<file path="config.mk">
export PLATFORM = sky130hd
export DESIGN_NAME = clkrst_bank
export DESIGN_NICKNAME = d
export VERILOG_FILES = /design/src/rtl/clkrst_pkg.sv /design/src/rtl/clkrst_decode.sv /design/src/rtl/clkrst_bitword.sv /design/src/rtl/clkrst_outmap.sv /design/src/rtl/clkrst_bank.sv
export SDC_FILE = /design/constraint.sdc
export NUM_CORES = 1
export LEC_CHECK = 0
export BUFFER_PORTS_ARGS = -buffer_cell sky130_fd_sc_hd__buf_2
export CAP_MARGIN = 25
export CORE_MARGIN = 1.5
export CORE_UTILIZATION = 53
export DETAILED_ROUTE_END_ITERATION = 12
export GPL_ROUTABILITY_DRIVEN = 1
export PLACE_DENSITY = 0.8
export SYNTH_ARGS = -nofsm -noshare
export SYNTH_HDL_FRONTEND = slang
export SYNTH_HIERARCHICAL = 1
export SYNTH_SLANG_ARGS = --single-unit
</file>
<file path="constraint.sdc">
create_clock -name clk -period 3.68 [get_ports clk]
set_input_delay 0.184 -clock clk [delete_from_list [all_inputs] [get_ports clk]]
set_output_delay 0.184 -clock clk [all_outputs]
set_load 0.03 [all_outputs]
</file>
<file path="src/rtl/clkrst_pkg.sv">
package clkrst_pkg;

    localparam int unsigned WORD_W = 32;
    localparam int unsigned IDX_W  = 4;

    typedef enum logic [1:0] {
        TGT_NONE = 2'd0,
        TGT_RST  = 2'd1,
        TGT_CLK  = 2'd2,
        TGT_MISC = 2'd3
    } target_e;

    typedef enum logic {
        SIDE_SET = 1'b0,
        SIDE_CLR = 1'b1
    } side_e;

    typedef struct packed {
        target_e          tgt;
        side_e            side;
        logic [IDX_W-1:0] word;
    } access_t;

    // Reset image of one clock-stop word: all stopped, except the
    // reversed-polarity gate (0 = stopped) and the divider select (off).
    function automatic logic [WORD_W-1:0] stop_init(int unsigned word,
                                                    int unsigned inv_idx,
                                                    int unsigned sel_idx);
        logic [WORD_W-1:0] v;
        v = '1;
        for (int unsigned b = 0; b < WORD_W; b++) begin
            if ((word * WORD_W + b) == inv_idx || (word * WORD_W + b) == sel_idx)
                v[b] = 1'b0;
        end
        return v;
    endfunction

endpackage

</file>
<file path="src/rtl/clkrst_decode.sv">
module clkrst_decode
    import clkrst_pkg::*;
#(
    parameter int unsigned ADDR_W    = 12,
    parameter int unsigned NUM_WORDS = 2,
    parameter int unsigned RST_BASE  = 32'h040,
    parameter int unsigned CLK_BASE  = 32'h080,
    parameter int unsigned MISC_BASE = 32'h0C0,
    parameter int unsigned STRIDE    = 16,
    parameter int unsigned CLR_OFS   = 4
) (
    input  logic [ADDR_W-1:0] addr,
    output access_t           acc
);

    always_comb begin
        acc.tgt  = TGT_NONE;
        acc.side = SIDE_SET;
        acc.word = '0;
        for (int unsigned w = 0; w < NUM_WORDS; w++) begin
            if (addr == ADDR_W'(RST_BASE + w * STRIDE)) begin
                acc.tgt = TGT_RST; acc.side = SIDE_SET; acc.word = IDX_W'(w);
            end
            if (addr == ADDR_W'(RST_BASE + w * STRIDE + CLR_OFS)) begin
                acc.tgt = TGT_RST; acc.side = SIDE_CLR; acc.word = IDX_W'(w);
            end
            if (addr == ADDR_W'(CLK_BASE + w * STRIDE)) begin
                acc.tgt = TGT_CLK; acc.side = SIDE_SET; acc.word = IDX_W'(w);
            end
            if (addr == ADDR_W'(CLK_BASE + w * STRIDE + CLR_OFS)) begin
                acc.tgt = TGT_CLK; acc.side = SIDE_CLR; acc.word = IDX_W'(w);
            end
        end
        if (addr == ADDR_W'(MISC_BASE)) begin
            acc.tgt = TGT_MISC; acc.side = SIDE_SET;
        end
        if (addr == ADDR_W'(MISC_BASE + CLR_OFS)) begin
            acc.tgt = TGT_MISC; acc.side = SIDE_CLR;
        end
    end

endmodule

</file>
<file path="src/rtl/clkrst_bitword.sv">
module clkrst_bitword
    import clkrst_pkg::*;
#(
    parameter logic [WORD_W-1:0] INIT_VAL  = '1,
    parameter logic [WORD_W-1:0] IMPL_MASK = '1
) (
    input  logic              clk,
    input  logic              rst,
    input  logic              set_en,
    input  logic              clr_en,
    input  logic [WORD_W-1:0] mask,
    output logic [WORD_W-1:0] q
);

    logic [WORD_W-1:0] nxt;

    always_comb begin
        nxt = q;
        if (set_en) nxt = nxt | mask;
        if (clr_en) nxt = nxt & ~mask;
        nxt = nxt & IMPL_MASK;
    end

    always_ff @(posedge clk) begin
        if (rst) q <= INIT_VAL & IMPL_MASK;
        else     q <= nxt;
    end

endmodule

</file>
<file path="src/rtl/clkrst_outmap.sv">
module clkrst_outmap #(
    parameter int unsigned NUM_LINES = 64,
    parameter int unsigned INV_IDX   = 14,
    parameter int unsigned SEL_IDX   = 31
) (
    input  logic [NUM_LINES-1:0] stop_vec,
    output logic [NUM_LINES-1:0] clk_en,
    output logic                 sel_out
);

    for (genvar i = 0; i < NUM_LINES; i++) begin : g_line
        if (i == INV_IDX) begin : g_inv
            assign clk_en[i] = stop_vec[i];
        end else if (i == SEL_IDX) begin : g_sel
            assign clk_en[i] = 1'b0;
        end else begin : g_norm
            assign clk_en[i] = ~stop_vec[i];
        end
    end

    assign sel_out = stop_vec[SEL_IDX];

endmodule

</file>
<file path="src/rtl/clkrst_bank.sv">
module clkrst_bank
    import clkrst_pkg::*;
#(
    parameter int unsigned ADDR_W       = 12,
    parameter int unsigned NUM_LINES    = 64,
    parameter int unsigned RST_BASE     = 32'h040,
    parameter int unsigned CLK_BASE     = 32'h080,
    parameter int unsigned MISC_BASE    = 32'h0C0,
    parameter int unsigned INV_IDX      = 14,
    parameter int unsigned SEL_IDX      = 31,
    parameter int unsigned MISC_DIV_BIT = 12
) (
    input  logic                 clk,
    input  logic                 rst,
    input  logic [ADDR_W-1:0]    reg_addr,
    input  logic                 reg_wr,
    input  logic [WORD_W-1:0]    reg_wdata,
    input  logic                 reg_rd,
    output logic [WORD_W-1:0]    reg_rdata,
    output logic [NUM_LINES-1:0] periph_rst,
    output logic [NUM_LINES-1:0] periph_clk_en,
    output logic                 uart_a_div13,
    output logic                 uart_b_div13
);

    localparam int unsigned NUM_WORDS = NUM_LINES / WORD_W;
    localparam logic [WORD_W-1:0] MISC_MASK = WORD_W'(1) << MISC_DIV_BIT;

    access_t acc;

    logic [WORD_W-1:0]    rst_word [NUM_WORDS];
    logic [WORD_W-1:0]    stop_word[NUM_WORDS];
    logic [WORD_W-1:0]    misc_word;
    logic [NUM_LINES-1:0] stop_vec;
    logic [WORD_W-1:0]    rd_word;

    clkrst_decode #(
        .ADDR_W   (ADDR_W),
        .NUM_WORDS(NUM_WORDS),
        .RST_BASE (RST_BASE),
        .CLK_BASE (CLK_BASE),
        .MISC_BASE(MISC_BASE),
        .STRIDE   (16),
        .CLR_OFS  (4)
    ) u_dec (
        .addr(reg_addr),
        .acc (acc)
    );

    for (genvar w = 0; w < NUM_WORDS; w++) begin : g_word
        logic hit_rst, hit_clk;
        assign hit_rst = reg_wr && (acc.tgt == TGT_RST) && (acc.word == IDX_W'(w));
        assign hit_clk = reg_wr && (acc.tgt == TGT_CLK) && (acc.word == IDX_W'(w));

        clkrst_bitword #(
            .INIT_VAL ('1),
            .IMPL_MASK('1)
        ) u_rst (
            .clk   (clk),
            .rst   (rst),
            .set_en(hit_rst && (acc.side == SIDE_SET)),
            .clr_en(hit_rst && (acc.side == SIDE_CLR)),
            .mask  (reg_wdata),
            .q     (rst_word[w])
        );

        clkrst_bitword #(
            .INIT_VAL (stop_init(w, INV_IDX, SEL_IDX)),
            .IMPL_MASK('1)
        ) u_stop (
            .clk   (clk),
            .rst   (rst),
            .set_en(hit_clk && (acc.side == SIDE_SET)),
            .clr_en(hit_clk && (acc.side == SIDE_CLR)),
            .mask  (reg_wdata),
            .q     (stop_word[w])
        );

        assign periph_rst[w*WORD_W +: WORD_W] = rst_word[w];
        assign stop_vec  [w*WORD_W +: WORD_W] = stop_word[w];
    end

    clkrst_bitword #(
        .INIT_VAL ('0),
        .IMPL_MASK(MISC_MASK)
    ) u_misc (
        .clk   (clk),
        .rst   (rst),
        .set_en(reg_wr && (acc.tgt == TGT_MISC) && (acc.side == SIDE_SET)),
        .clr_en(reg_wr && (acc.tgt == TGT_MISC) && (acc.side == SIDE_CLR)),
        .mask  (reg_wdata),
        .q     (misc_word)
    );

    clkrst_outmap #(
        .NUM_LINES(NUM_LINES),
        .INV_IDX  (INV_IDX),
        .SEL_IDX  (SEL_IDX)
    ) u_map (
        .stop_vec(stop_vec),
        .clk_en  (periph_clk_en),
        .sel_out (uart_b_div13)
    );

    assign uart_a_div13 = misc_word[MISC_DIV_BIT];

    always_comb begin
        rd_word = '0;
        for (int unsigned w = 0; w < NUM_WORDS; w++) begin
            if (acc.word == IDX_W'(w)) begin
                if (acc.tgt == TGT_RST) rd_word = rst_word[w];
                if (acc.tgt == TGT_CLK) rd_word = stop_word[w];
            end
        end
        if (acc.tgt == TGT_MISC) rd_word = misc_word;
    end

    always_ff @(posedge clk) begin
        if (rst)         reg_rdata <= '0;
        else if (reg_rd) reg_rdata <= rd_word;
    end

endmodule

</file>
==> metrics <==
# nets final 1079; Slowest-stage cell, CP nor3b_2; final setup TNS 0 ns; Post-Syn Area 0.00791 sq mm; full die area 0.0157 sq mm; drc violations 0; CTS Buf Count 17; WP depth 10; WL/cell 20.8 microns; Final Non-Filler Cells 1230; clk_skew 0.00483 ns; critical path's largest stage delay 0.55 ns; Hold Slack 0.0516 ns; LEAKAGE 3.89 nW; # fillers 1259; RSZ-0062 raised after global routing false; pwr/cell area 393 mW/mm^2; CORE AREA 0.0145 sq mm; htree depth 4; Final Core Density 0.642; worst hold path type input port to flop; critical path fanouts, max 16; Gate Count Post-Synth 875; critical path required time 4.03 ns; DP HPWL 16400 microns; area share of the largest cell type after synthesis 0.408; most common cell after layout, fill and taps aside buf_2; Initial Utilization 0.544; largest net degree at the start of global routing 75; synth top area cells dfxtp_1, a211oi_1, a31oi_1, a22oi_1, buf_4; CTS tree yes; vias per cell 6.42; worst vdd ir 289 uV; CP top delay family simple AND/OR/NAND/NOR gates; clock latency at the later pin of the worst-skew pair 0.43 ns; Post-CTS Hold Buffers 0; die height 125 microns; Syn. warnings 6; CP Class input port to flop; first drt pass iteration count 6; Final Hold Vio Count 0; run status complete, no violations; register area share after synthesis 0.408; Post-Synthesis Mean Instance Area 9.04 sq um; # Max-Cap Violations 0; CP arrival 2.90 ns; post-place setup slack 0.744 ns; post-synthesis register bit count 161; # resized after CTS 0; critical path capture point type flop; clk slew on worst S/H paths 0.06 ns; Fmax 392 MHz; Pins Over Slew Limit 0; Boundary Pins 210; Finish-stage setup viols 0; Reg2Reg Capture Point reg_rdata[28]; Critical Path Sink g_word[0].u_stop/q[3]; Vias 7901; DP Cell Count 1196; Slew Limit Headroom 0.396; number of global-route vias before repair 7225; worst r2r src g_word[0].u_stop/q[28]; crit share post-route 0.694; crit-path cells buf_2 > or4_4 > nor2_4 > and3_1 > nor2b_4 > nand2_1 > nor3b_2 > buf_4 > a211oi_1 > a31oi_1; Layout area overhead 18.0%; number of distinct standard cells referenced by the synthesized netlist 35; # clock sinks 161; internal reg-to-reg setup slack 2.63 ns; Post-CTS Repair Setup Buffers 0; sum of buffers and inverters on the critical path 2; setup ws final 1.13 ns; leading area contributor after synthesis dfxtp_1; CTS Buffer Depth 2; Placer Congestion 0.873; Row Count 44; first-pass GRT wire length 39200 microns; Overflow after GRT 0; die width 125 microns; Critical path origin reg_addr[3]; Buffers on Ports 208; final wirelength 25600 microns; clk root buf clkbuf_16; R2R cell count 4; All-Layer GR Usage 0.313; commonest cells after routing, fill and taps aside buf_2, dfxtp_1, a211oi_1; layout cell share with drive strength beyond 1 0.274; First DRT Iteration DRCs 929; Final ANT Viol Nets 0; CP startpoint kind input port; initial antenna violation count 1; Tmin final 2.55 ns; worst-margin pin slew 0.904 ns
## cell families after synthesis
kind of cell	after synthesis	share of synthesized area
other cells	3	0.00142
simple gates	67	0.0579
flops	161	0.408
xor+xnor	1	0.00111
compound gates	451	0.399
buf+inv	192	0.133
## sequential cells by signal, indices dropped and copies added (netlist names), named ones only
name and cells:
g_word.u_rst/q 64, g_word.u_stop/q 64, reg_rdata 32
## layout make-up
| cell class | count | area, sq um | share of cell area |
|---|---|---|---|
| Multi-Input combinational cell | 554 | 3820 | 0.409 |
| Clock buffer | 22 | 464 | 0.0498 |
| Antenna cell | 2 | 5.00 | 0.000537 |
| Inverter | 66 | 248 | 0.0266 |
| Tap cell | 184 | 230 | 0.0247 |
| Timing Repair Buffer | 231 | 1230 | 0.132 |
| Clock inverter | 10 | 110 | 0.0118 |
| Sequential cell | 161 | 3220 | 0.346 |
## cells in the mapped netlist, drive strengths merged
cell and count:
nor4 1, xor2 1, nand3b 1, clkbuf 35
nor2 6, a21oi 4, a22oi 64, a211oi 129
and4bb 1, dfxtp 161, and4b 2, nor3b 4
buf 91, and2 1, and3 3, nand3 1
a31oi 126, nand2 6, conb 3, nand2b 3
o21ai 64, inv 66, or4 2, nor4b 1
nor2b 35, a2bb2oi 32, a22o 32
## metal layers
metal / part of all wire / track usage / vias up
met5: 0 / 0 / -
met4: 0.031 / 0.148 / 0
met3: 0.097 / 0.0663 / 57
met2: 0.46 / 0.493 / 472
met1: 0.41 / 0.410 / 3752
li1: - / - / 3620
## power breakdown
group          total [mW]  internal (mW)  switching (mW)
logic               0.186         0.0418           0.144
registers            1.74           1.74       0.0000493
clock network        1.74           1.03           0.711
total                3.67           2.81           0.855
## how the worst min path moves through the flow
stage | start | end | cells past startpoint
final | reg_wdata[20] | g_word[0].u_stop/q[20] | 2
after global routing | reg_wdata[22] | g_word[1].u_rst/q[22] | 2
after CTS | reg_wdata[1] | g_word[1].u_stop/q[1] | 2
after detailed placement | reg_rdata[4] | reg_rdata[4] | 2
after global placement | reg_rdata[11] | reg_rdata[11] | 2
after floorplan | rst | flop | 1
## metrics by stage
| stage | cell area, sq um | power (mW) |
|---|---|---|
| 6_report | 9330 | 3.67 |
| 3_5_place_dp | 8750 | 1.96 |
| 5_1_grt | 9330 | 3.75 |
| 4_1_cts | 9320 | 3.67 |
| 2_1_floorplan | 8030 | 1.90 |
| 3_3_place_gp | 8750 | 1.96 |
Note: power is estimated with default switching activity, not from simulation.
